==> src/rtl/rrb_pkg.sv <==
package rrb_pkg;

    localparam int DEF_SLOTS  = 16;
    localparam int DEF_BEATS  = 8;
    localparam int DEF_DATA_W = 32;
    localparam int DEF_ID_W   = 4;

    typedef enum logic [1:0] {
        SLOT_FREE = 2'd0,
        SLOT_FILL = 2'd1,
        SLOT_DONE = 2'd2
    } slot_state_e;

    typedef logic [1:0] rresp_t;

endpackage

==> src/rtl/rrb_slot_table.sv <==
module rrb_slot_table
    import rrb_pkg::*;
#(
    parameter int NUM_SLOTS  = DEF_SLOTS,
    parameter int MAX_BEATS  = DEF_BEATS,
    parameter int ID_W       = DEF_ID_W,
    parameter bit INTERLEAVE = 1'b0,
    localparam int SLOT_W    = $clog2(NUM_SLOTS),
    localparam int BEAT_W    = $clog2(MAX_BEATS),
    localparam int CNT_W     = $clog2(MAX_BEATS + 1)
) (
    input  logic              clk,
    input  logic              rst,
    input  logic              alloc_valid,
    output logic              alloc_ready,
    output logic [SLOT_W-1:0] alloc_slot,
    input  logic [ID_W-1:0]   alloc_id,
    input  logic [BEAT_W-1:0] alloc_len,
    input  logic              r_valid,
    input  logic [SLOT_W-1:0] r_slot,
    input  logic              r_last,
    output logic              wr_en,
    output logic [SLOT_W-1:0] wr_slot,
    output logic [BEAT_W-1:0] wr_beat,
    output logic              done_push,
    output logic [SLOT_W-1:0] done_slot,
    input  logic              rel_valid,
    input  logic [SLOT_W-1:0] rel_slot,
    input  logic [SLOT_W-1:0] q_slot,
    output logic [CNT_W-1:0]  q_cnt,
    output logic [ID_W-1:0]   q_id,
    output logic              bad_beat
);

    slot_state_e       st    [NUM_SLOTS];
    logic [CNT_W-1:0]  cnt   [NUM_SLOTS];
    logic [BEAT_W-1:0] lenm1 [NUM_SLOTS];
    logic [ID_W-1:0]   id    [NUM_SLOTS];

    logic [NUM_SLOTS-1:0] free_vec;
    logic                 alloc_fire;
    logic                 slot_filling;
    logic                 in_bound;
    logic                 order_ok;
    logic                 beat_ok;

    for (genvar g = 0; g < NUM_SLOTS; g++) begin : g_free
        assign free_vec[g] = (st[g] == SLOT_FREE);
    end

    // lowest-numbered free slot wins
    always_comb begin
        alloc_slot = '0;
        for (int i = NUM_SLOTS - 1; i >= 0; i--) begin
            if (free_vec[i]) alloc_slot = SLOT_W'(i);
        end
    end

    assign alloc_ready = |free_vec;
    assign alloc_fire  = alloc_valid && alloc_ready;

    assign slot_filling = (st[r_slot] == SLOT_FILL);
    assign in_bound     = (cnt[r_slot] <= CNT_W'(lenm1[r_slot]));

    if (INTERLEAVE) begin : g_ilv
        assign order_ok = 1'b1;
    end else begin : g_contig
        logic              open_q;
        logic [SLOT_W-1:0] open_slot_q;

        always_ff @(posedge clk) begin
            if (rst) begin
                open_q      <= 1'b0;
                open_slot_q <= '0;
            end else if (beat_ok) begin
                open_q      <= !r_last;
                open_slot_q <= r_slot;
            end
        end

        assign order_ok = !open_q || (open_slot_q == r_slot);

        // a non-last beat is followed only by beats of the same slot
        assert_contiguous_R9: assert property (@(posedge clk) disable iff (rst)
            (beat_ok && !r_last) |=> (!beat_ok || (r_slot == $past(r_slot))));
    end

    assign beat_ok   = r_valid && slot_filling && in_bound && order_ok;
    assign bad_beat  = r_valid && !beat_ok;
    assign wr_en     = beat_ok;
    assign wr_slot   = r_slot;
    assign wr_beat   = cnt[r_slot][BEAT_W-1:0];
    assign done_push = beat_ok && r_last;
    assign done_slot = r_slot;
    assign q_cnt     = cnt[q_slot];
    assign q_id      = id[q_slot];

    always_ff @(posedge clk) begin
        if (rst) begin
            for (int i = 0; i < NUM_SLOTS; i++) begin
                st[i]    <= SLOT_FREE;
                cnt[i]   <= '0;
                lenm1[i] <= '0;
                id[i]    <= '0;
            end
        end else begin
            for (int i = 0; i < NUM_SLOTS; i++) begin
                if (alloc_fire && alloc_slot == SLOT_W'(i)) begin
                    st[i]    <= SLOT_FILL;
                    cnt[i]   <= '0;
                    lenm1[i] <= alloc_len;
                    id[i]    <= alloc_id;
                end else if (beat_ok && r_slot == SLOT_W'(i)) begin
                    cnt[i] <= cnt[i] + CNT_W'(1);
                    if (r_last) st[i] <= SLOT_DONE;
                end else if (rel_valid && rel_slot == SLOT_W'(i)) begin
                    st[i] <= SLOT_FREE;
                end
            end
        end
    end

    // only a completed slot is handed back to the free pool
    assert_release_done_R6: assert property (@(posedge clk) disable iff (rst)
        rel_valid |-> (st[rel_slot] == SLOT_DONE));

endmodule

==> src/rtl/rrb_done_fifo.sv <==
module rrb_done_fifo #(
    parameter int DEPTH  = 16,
    parameter int W      = 4,
    localparam int PTR_W = $clog2(DEPTH),
    localparam int CNT_W = $clog2(DEPTH + 1)
) (
    input  logic         clk,
    input  logic         rst,
    input  logic         push,
    input  logic [W-1:0] push_data,
    input  logic         pop,
    output logic [W-1:0] head,
    output logic         not_empty
);

    logic [W-1:0]     mem [DEPTH];
    logic [PTR_W-1:0] wr_ptr;
    logic [PTR_W-1:0] rd_ptr;
    logic [CNT_W-1:0] count;

    always_ff @(posedge clk) begin
        if (push) mem[wr_ptr] <= push_data;
    end

    always_ff @(posedge clk) begin
        if (rst) begin
            wr_ptr <= '0;
            rd_ptr <= '0;
            count  <= '0;
        end else begin
            if (push) wr_ptr <= (wr_ptr == PTR_W'(DEPTH - 1)) ? '0 : wr_ptr + PTR_W'(1);
            if (pop)  rd_ptr <= (rd_ptr == PTR_W'(DEPTH - 1)) ? '0 : rd_ptr + PTR_W'(1);
            case ({push, pop})
                2'b10:   count <= count + CNT_W'(1);
                2'b01:   count <= count - CNT_W'(1);
                default: count <= count;
            endcase
        end
    end

    assign head      = mem[rd_ptr];
    assign not_empty = (count != '0);

    // each slot completes once per allocation, so the queue never overruns
    assert_no_overflow_R4: assert property (@(posedge clk) disable iff (rst)
        push |-> (count < CNT_W'(DEPTH) || pop));

    // the output side only drains a queued burst
    assert_no_underflow_R5: assert property (@(posedge clk) disable iff (rst)
        pop |-> not_empty);

endmodule

==> src/rtl/rrb_beat_store.sv <==
module rrb_beat_store #(
    parameter int NUM_SLOTS = 16,
    parameter int MAX_BEATS = 8,
    parameter int W         = 34,
    localparam int SLOT_W   = $clog2(NUM_SLOTS),
    localparam int BEAT_W   = $clog2(MAX_BEATS),
    localparam int ENTRIES  = NUM_SLOTS * MAX_BEATS,
    localparam int ADDR_W   = $clog2(ENTRIES)
) (
    input  logic              clk,
    input  logic              wr_en,
    input  logic [SLOT_W-1:0] wr_slot,
    input  logic [BEAT_W-1:0] wr_beat,
    input  logic [W-1:0]      wr_word,
    input  logic [SLOT_W-1:0] rd_slot,
    input  logic [BEAT_W-1:0] rd_beat,
    output logic [W-1:0]      rd_word
);

    logic [W-1:0]      mem [ENTRIES];
    logic [ADDR_W-1:0] wr_addr;
    logic [ADDR_W-1:0] rd_addr;

    assign wr_addr = ADDR_W'(wr_slot) * ADDR_W'(MAX_BEATS) + ADDR_W'(wr_beat);
    assign rd_addr = ADDR_W'(rd_slot) * ADDR_W'(MAX_BEATS) + ADDR_W'(rd_beat);

    always_ff @(posedge clk) begin
        if (wr_en) mem[wr_addr] <= wr_word;
    end

    assign rd_word = mem[rd_addr];

endmodule

==> src/rtl/rrb_reassembly_buffer.sv <==
module rrb_reassembly_buffer
    import rrb_pkg::*;
#(
    parameter int NUM_SLOTS  = DEF_SLOTS,
    parameter int MAX_BEATS  = DEF_BEATS,
    parameter int DATA_W     = DEF_DATA_W,
    parameter int ID_W       = DEF_ID_W,
    parameter bit INTERLEAVE = 1'b0,
    localparam int SLOT_W    = $clog2(NUM_SLOTS),
    localparam int BEAT_W    = $clog2(MAX_BEATS),
    localparam int CNT_W     = $clog2(MAX_BEATS + 1),
    localparam int WORD_W    = DATA_W + 2
) (
    input  logic              clk,
    input  logic              rst,
    input  logic              alloc_valid,
    output logic              alloc_ready,
    input  logic [ID_W-1:0]   alloc_id,
    input  logic [BEAT_W-1:0] alloc_len,
    output logic [SLOT_W-1:0] alloc_slot,
    input  logic              r_valid,
    input  logic [SLOT_W-1:0] r_slot,
    input  logic [DATA_W-1:0] r_data,
    input  rresp_t            r_resp,
    input  logic              r_last,
    output logic              o_valid,
    input  logic              o_ready,
    output logic [ID_W-1:0]   o_id,
    output logic [DATA_W-1:0] o_data,
    output rresp_t            o_resp,
    output logic              o_last,
    output logic              err_unalloc
);

    logic              wr_en;
    logic [SLOT_W-1:0] wr_slot;
    logic [BEAT_W-1:0] wr_beat;
    logic              done_push;
    logic [SLOT_W-1:0] done_slot;
    logic              rel_valid;
    logic [SLOT_W-1:0] head_slot;
    logic [CNT_W-1:0]  head_cnt;
    logic              bad_beat;
    logic              q_nempty;
    logic [CNT_W-1:0]  rd_ptr;
    logic [WORD_W-1:0] rd_word;
    logic              o_fire;

    rrb_slot_table #(
        .NUM_SLOTS (NUM_SLOTS),
        .MAX_BEATS (MAX_BEATS),
        .ID_W      (ID_W),
        .INTERLEAVE(INTERLEAVE)
    ) u_table (
        .clk        (clk),
        .rst        (rst),
        .alloc_valid(alloc_valid),
        .alloc_ready(alloc_ready),
        .alloc_slot (alloc_slot),
        .alloc_id   (alloc_id),
        .alloc_len  (alloc_len),
        .r_valid    (r_valid),
        .r_slot     (r_slot),
        .r_last     (r_last),
        .wr_en      (wr_en),
        .wr_slot    (wr_slot),
        .wr_beat    (wr_beat),
        .done_push  (done_push),
        .done_slot  (done_slot),
        .rel_valid  (rel_valid),
        .rel_slot   (head_slot),
        .q_slot     (head_slot),
        .q_cnt      (head_cnt),
        .q_id       (o_id),
        .bad_beat   (bad_beat)
    );

    rrb_done_fifo #(
        .DEPTH(NUM_SLOTS),
        .W    (SLOT_W)
    ) u_done_q (
        .clk      (clk),
        .rst      (rst),
        .push     (done_push),
        .push_data(done_slot),
        .pop      (rel_valid),
        .head     (head_slot),
        .not_empty(q_nempty)
    );

    rrb_beat_store #(
        .NUM_SLOTS(NUM_SLOTS),
        .MAX_BEATS(MAX_BEATS),
        .W        (WORD_W)
    ) u_store (
        .clk    (clk),
        .wr_en  (wr_en),
        .wr_slot(wr_slot),
        .wr_beat(wr_beat),
        .wr_word({r_resp, r_data}),
        .rd_slot(head_slot),
        .rd_beat(rd_ptr[BEAT_W-1:0]),
        .rd_word(rd_word)
    );

    assign o_valid   = q_nempty;
    assign o_last    = (rd_ptr == head_cnt - CNT_W'(1));
    assign o_data    = rd_word[DATA_W-1:0];
    assign o_resp    = rresp_t'(rd_word[WORD_W-1:DATA_W]);
    assign o_fire    = o_valid && o_ready;
    assign rel_valid = o_fire && o_last;

    always_ff @(posedge clk) begin
        if (rst) begin
            rd_ptr <= '0;
        end else if (o_fire) begin
            rd_ptr <= o_last ? '0 : rd_ptr + CNT_W'(1);
        end
    end

    always_ff @(posedge clk) begin
        if (rst) begin
            err_unalloc <= 1'b0;
        end else if (bad_beat) begin
            err_unalloc <= 1'b1;
        end
    end

    // a stalled output beat keeps every field
    assert_hold_R5: assert property (@(posedge clk) disable iff (rst)
        (o_valid && !o_ready) |=> (o_valid && $stable(o_data) && $stable(o_id)
                                   && $stable(o_resp) && $stable(o_last)));

    // the dropped-beat flag never clears on its own
    assert_err_sticky_R7: assert property (@(posedge clk) disable iff (rst)
        err_unalloc |=> err_unalloc);

    // after a final handshake some slot is available
    assert_free_after_last_R6: assert property (@(posedge clk) disable iff (rst)
        (o_valid && o_ready && o_last) |=> alloc_ready);

endmodule

==> config.mk <==
export PLATFORM = sky130hd
export DESIGN_NAME = rrb_reassembly_buffer
export DESIGN_NICKNAME = d
export VERILOG_FILES = /design/src/rtl/rrb_pkg.sv /design/src/rtl/rrb_slot_table.sv /design/src/rtl/rrb_done_fifo.sv /design/src/rtl/rrb_beat_store.sv /design/src/rtl/rrb_reassembly_buffer.sv
export SDC_FILE = /design/constraint.sdc
export NUM_CORES = 2
export LEC_CHECK = 0
export BUFFER_PORTS_ARGS = -buffer_cell sky130_fd_sc_hd__clkbuf_2
export CAP_MARGIN = 40
export CORE_UTILIZATION = 31
export DETAILED_ROUTE_END_ITERATION = 7
export SYNTH_ARGS = -nofsm -noshare
export SYNTH_HDL_FRONTEND = slang
export SYNTH_HIERARCHICAL = 1
export SYNTH_MEMORY_MAX_BITS = 65536
export SYNTH_SLANG_ARGS = --single-unit
==> constraint.sdc <==
create_clock -name clk -period 12.41 [get_ports clk]
set_input_delay 2.482 -clock clk [delete_from_list [all_inputs] [get_ports clk]]
set_output_delay 2.482 -clock clk [all_outputs]
set_load 0.03 [all_outputs]
[Word-level counts from Yosys, hierarchy flattened]
Memories as Yosys holds them, arrays and structs flattened. A register that Yosys moved wholly into a read port is not among the register bits.
Cells that the tools add are included.
Word-level totals
  register bits: 23
  bits in writable memories: 4624
  input port bits: 51
  output and inout port bits: 46
  word-level logic and storage cells: 681
  memories: 6
Operators by class
  add/subtract/negate cells: 24
  order comparisons: 1
  equal/unequal tests: 52
  mux-type cells: 397
  bitwise gates (word level): 112
  reduce and logical (&&, ||, !) cells: 82
Memory list
  u_store.mem: depth 128, width 34, read ports 1, clocked after memory_dff 0, wr ports 1, line rrb_beat_store.sv:20  | logic [W-1:0] mem [ENTRIES];
  u_done_q.mem: depth 16, width 4, read ports 1, clocked after memory_dff 1, wr ports 1, line rrb_done_fifo.sv:16  | logic [W-1:0] mem [DEPTH];
  u_table.cnt: depth 16, width 4, read ports 18, clocked after memory_dff 0, wr ports 16, line rrb_slot_table.sv:36  | logic [CNT_W-1:0] cnt [NUM_SLOTS];
  u_table.id: depth 16, width 4, read ports 1, clocked after memory_dff 0, wr ports 16, line rrb_slot_table.sv:38  | logic [ID_W-1:0] id [NUM_SLOTS];
  u_table.lenm1: depth 16, width 3, read ports 1, clocked after memory_dff 0, wr ports 16, line rrb_slot_table.sv:37  | logic [BEAT_W-1:0] lenm1 [NUM_SLOTS];
  u_table.st: depth 16, width 2, read ports 17, clocked after memory_dff 0, wr ports 16, line rrb_slot_table.sv:35  | slot_state_e st [NUM_SLOTS];
Operators with widths (count)
  $mux W4: 69
  $mux W1: 263
  $or A1 B1 Y1: 112
  $eq A4 B4 Y1 const B: 26
  $mux W2: 48
  $add A4 B1 Y4 const B: 19
  $logic_and A1 B1 Y1: 56
  $eq A4 B3 Y1 const B: 12
  $mux W3: 16
  $logic_not A2 Y1: 16
  $eq A4 B2 Y1 const B: 6
  $reduce_or A16 Y1: 1
  $add A7 B3 Y7: 2
  $eq A4 B1 Y1 const B: 3
  $logic_not A4 Y1: 3
  $pmux W5 S2: 1
  $eq A4 B4 Y1: 2
  $add A5 B1 Y5 const B: 1
  $reduce_bool A5 Y1: 1
  $sub A5 B1 Y5 const B: 1
  $eq A2 B1 Y1 const B: 2
  $le A4 B3 Y1: 1
  $sub A4 B1 Y4 const B: 1
  $logic_not A1 Y1: 3
  other kinds (3): 3

[Logic depth before layout (Yosys ltp)]
  depth after elaboration: 25
  gate-level depth with buffers: 23
  mapped depth without buffers: 18

[By module]
The synthesis kept the hierarchy.
Modules (own cells, without submodules)
  rrb_beat_store: instances 1, cells each 6313, area an instance 165257.2 um^2, seq. area each 130685.3 um^2
  rrb_slot_table: instances 1, cells each 902, area an instance 11452.2 um^2, seq. area each 6346.1 um^2
  rrb_done_fifo: instances 1, cells each 212, area an instance 3443.3 um^2, seq. area each 2262.2 um^2
  rrb_reassembly_buffer: instances 1, cells each 34, area an instance 304.0 um^2, seq. area each 100.1 um^2

[Worst setup path after synthesis]
No wires, ideal clock.
  path type: input -> register
  start point: input port r_slot[0]
  end point: memory u_store.mem[72][0] (enable)
  library setup time: 467 ps
  arrival time: 9452 ps
  data required time: 11943 ps
  slack: 2491 ps
  stages: 16
  buffers on the path: 5
  path through: buf_2 > clkbuf_1 > buf_1 > buf_2 > mux4_2 > mux4_2 > ha_1 > a211oi_1 > o211ai_1 > nor4b_1 > nand2_1 > inv_1 > buf_1 > nor2b_1 > nand3_1 > nor3_1
Between the ends
  elaborated cells on any way between the ends: 13
  those cells by class: 1 x add/sub; 1 x order compare; 2 x eq/ne; 2 x mux; 4 x reduce/logical; 3 x memory
RTL lines
  start, declared: line rrb_reassembly_buffer.sv:22  | input logic [SLOT_W-1:0] r_slot,
  $mem_v2 Z16 W4
  net wr_beat[1]: line rrb_reassembly_buffer.sv:37  | logic [BEAT_W-1:0] wr_beat;
  $le A4 B3 Y1: line rrb_slot_table.sv:63  | assign in_bound = (cnt[r_slot] <= CNT_W'(lenm1[r_slot]));
  $logic_and A1 B1 Y1 (2 in series): line rrb_slot_table.sv:88  | assign beat_ok = r_valid && slot_filling && in_bound && order_ok;
  net wr_en: line rrb_reassembly_buffer.sv:35  | logic wr_en;
  $mux W1: line rrb_beat_store.sv:28  | if (wr_en) mem[wr_addr] <= wr_word;
  $mux W1 (implied by the code): line rrb_beat_store.sv:28
  end, declared: line rrb_beat_store.sv:20
The timed path passes the listed nets, and every way through them passes these cells.

==> summary.md <==
| Metric | Value |
|---|---|
| Outcome | `finished clean` |
| Worst hold start | `err_unalloc` |
| Hpwl dp | `313,000 um` |
| H-tree Lvls | `5` |
| Critical-path top delay cell | `dfxtp_1` |
| Initial antenna violation count | `75` |
| Number of max-cap violations | `0` |
| First-pass GRT wire length | `672,000 um` |
| GR Overflow Total | `0` |
| Clk Latency, worst-skew pair | `1.07 ns` |
| Slew headroom | `31.3%` |
| Detail Route Antenna Nets | `0` |
| Largest net degree at the start of global routing | `roughly 140` |
| Worst min path class | `reg -> reg` |
| Die area | `585,000 um^2` |
| Drt first pass iters | `6` |
| Register area share after synthesis | `77.2%` |
| Worst hold stages | `2` |
| Worst flop-to-flop path startpoint | `u_table/cnt[2][1]` |
| CP Max Fanout | `47` |
| Area delta synth->final | `15.9%` |
| CTS buffer count | `~450` |
| Synth top area share | `76.9%` |
| Die W | `765 um` |
| Clock Path Buffers | `4` |
| Leak | `61.6 nW` |
| Layout cell share with drive strength beyond 1 | `32.7%` |
| Crit path kind | `reg -> out` |
| Most used DFF post-synth | `edfxtp_1` |
| Clk Tree Root Cell | `clkbuf_16` |
| GPL Wtd Cong | `0.874` |
| Crit path DAT | `6.13 ns` |
| Remaining DRCs | `0` |
| Fin. Hold Viols | `0` |
| Syn_nets | `7,542` |
| Hold-fix buffers, CTS | `0` |
| Post-CTS Setup Bufs | `0` |
| Port bufs | `96` |
| Main combinational cell family by area after synthesis | `multiplexers` |
| Critical path's largest stage delay | `0.88 ns` |
| Synth Area in XOR/XNOR | `0.248%` |
| Num rows | `~280` |
| R2r setup slk | `5.48 ns` |
| Fin crit period | `about 8.6 ns` |
| Post-synth EDFFs | `4,624` |
| Nets | `7,983` |
| Top-count cell post-synth | `edfxtp_1` |
| Compound-Gate Fraction of Synth Area | `0.463%` |
| Total wire length | `roughly 500,000 um` |
| Final slew viol count | `0` |
| Clock sinks | `4,651` |
| Setup violations, final | `0` |
| Post-synth ARST share | `0%` |
| Distinct cell type count after synthesis | `71` |
| Synth Instances | `about 7,500` |
| Syn Area/Cell | `24.2 um^2` |
| Post-Synth Adder-Cell Area | `0.208%` |
| Setup repair after global routing missed its margin | `false` |
| Final TNS setup | `0 ns` |
| Top cells by area, synth | `edfxtp_1, mux4_2, nor2_1` |
| Resized cells post-CTS | `0` |
| I/O pin total | `97` |
| Vias | `85,500` |
| Post-DR wirelength/cell | `30.3 um` |
| #FFs+latches synth | `4,651` |
| Worst slew pin tran | `1.03 ns` |
| Crit-path cells | `mux4_1 -> a22oi_1 -> nand2_4 -> buf_4 -> buf_16 -> buf_4 -> buf_16 -> mux4_2 -> mux4_2 -> mux2_2 -> clkbuf_2` |
| Total GRT Usage | `about 16%` |
| Starting DRC count in detailed routing | `13,600` |
| Hold EP | `err_unalloc` |
| Ys Warns | `6` |
| Synthesized cell area | `180,000 um^2` |
| Starting density of the core | `31.2%` |
| Capturing point of the worst reg2reg path | `u_store/mem[102][23]` |
| CTS tree | `done` |
| Hold slack final | `about 0.48 ns` |
| Setup crit end kind | `output port` |
| Core footprint | `578,000 um^2` |
| Worst path bufs/invs | `5` |
| Worst VDD drop | `between 0.1 and 0.15 mV` |
| Die Y-Extent | `765 um` |
| Power Density | `152 nW/um^2` |
| Post-synth top cells | `edfxtp_1, mux4_2, nor2_1` |
| Startpoint types | `register` |
| Fmax | `116 MHz` |
| Fin crit share | `roughly 69%` |
| Simple-gate share of the synthesized area | `1.51%` |
| Via density | `between 5 and 6` |
| Worst Reg-to-Reg Cells | `14` |
| Vias in the first global route | `about 84,000` |
| Worst Skew | `0.130 ns` |
| CTS clk-pin slew, worst paths | `0.06 ns` |
| Biggest area consumer among synthesized cells | `edfxtp_1` |
| Delay-heaviest family, CP | `multiplexers` |
| Critical path required time | `between 9 and 10 ns` |
| Mux cell area share after synthesis | `19.3%` |
[layer usage]
layer  GRT usage (%)  routed length, um  vias to the layer above
met1            23.9             199000                    46800
met5               0                103                        -
li1                -                  -                    33200
met2            24.3             218000                     4804
met4            4.27              14500                       16
met3            3.42              54100                      709
[area by class of cell]
class / count / area, um^2
inverters: 42 / 158
repair buffers: 391 / 5250
fillers: 51800 / 369000
multi-input cells: 2367 / 40200
diodes: 18 / 45.0
well taps: 7727 / 9670
clock buffers: 536 / 11600
clock inverters: 291 / 2740
flip-flops and latches: 4651 / 139000
[worst reg2reg max path, delay by kind of cell, from the launching register on]
| kind | cells | cell delay, ns |
|---|---|---|
| AO/OA/AOI/OAI | 2 | 0.54 |
| adder cells (fa/ha/maj) | 1 | 0.40 |
| buffers and inverters | 4 | 1.34 |
| flip-flops | 1 | 0.48 |
| multiplexers | 2 | 1.18 |
| AND/OR/NAND/NOR | 5 | 2.68 |
[logic make-up (layout without fill, tap and decap cells)]
| family | after synthesis | in the layout |
|---|---|---|
| buf+inv | 443 | 1260 |
| fa+ha+maj | 30 | 30 |
| other cells | 0 | 18 |
| mux | 1569 | 1569 |
| simple gates | 600 | 600 |
| xor+xnor | 51 | 51 |
| compound gates | 117 | 117 |
| flops | 4651 | 4651 |
[how the worst max path moves through the flow]
| stage | start | end | slack (ns) | depth (start not counted) |
|---|---|---|---|---|
| final | register | o_data[14] | 3.79 | 11 |
| after detailed placement | r_slot[0] | u_store/mem[110][4] | 2.89 | 16 |
| after floorplan | r_slot[0] | u_store/mem[72][0] | 2.49 | 16 |
| after global placement | r_slot[0] | u_store/mem[38][14] | 2.10 | 14 |
| after CTS | register | o_data[14] | 3.77 | 11 |
| after global routing | r_slot[0] | u_store/mem[110][13] | 3.64 | 16 |
[placed cells by master (no fill, tap or decap), drive strengths merged, types with 37 or more instances in the layout]
cell type	Yosys	routed
mux4	1520	1520
inv	41	56
edfxtp	4624	4624
nand3	48	48
nor2	318	318
buf	151	331
bufinv	0	37
mux2	40	40
clkinv	1	230
nor3	43	43
nand2	77	77
clkbuf	250	596
[power breakdown]
part	switching [mW]	internal, mW	leakage [nW]
Sequential	0.0330	17.3	42.0
Combinational	0.776	0.319	12.6
Clock	5.93	7.47	6.99
Total	6.74	25.1	61.6
[sequential cells by signal, indices dropped and copies added (netlist names), 4 cells and up, named ones only]
| register | cells |
|---|---|
| u_table/lenm1 | 48 |
| u_table/g_contig.open_slot_q | 4 |
| u_done_q/rd_ptr | 4 |
| rd_ptr | 4 |
| u_done_q/count | 5 |
| u_table/st | 32 |
| u_done_q/mem | 64 |
| u_done_q/wr_ptr | 4 |
| u_table/id | 64 |
| u_table/cnt | 64 |
| u_store/mem | 4352 |
[stage by stage]
step / cells / setup slack (ns) / power (mW) / util [%] / area, um^2
4_1_cts: 16000 / 3.77 / 32.0 / 36.1 / 209000
5_1_grt: 16000 / 3.64 / 32.6 / 36.1 / 209000
3_3_place_gp: 15000 / 2.10 / 18.7 / 33.1 / 191000
2_1_floorplan: 7461 / 2.49 / 18.1 / - / 180000
3_5_place_dp: 15200 / 2.89 / 18.8 / 33.6 / 195000
6_report: 16000 / 3.79 / 31.8 / 36.2 / 209000
Power figures use the tool's default switching activity.
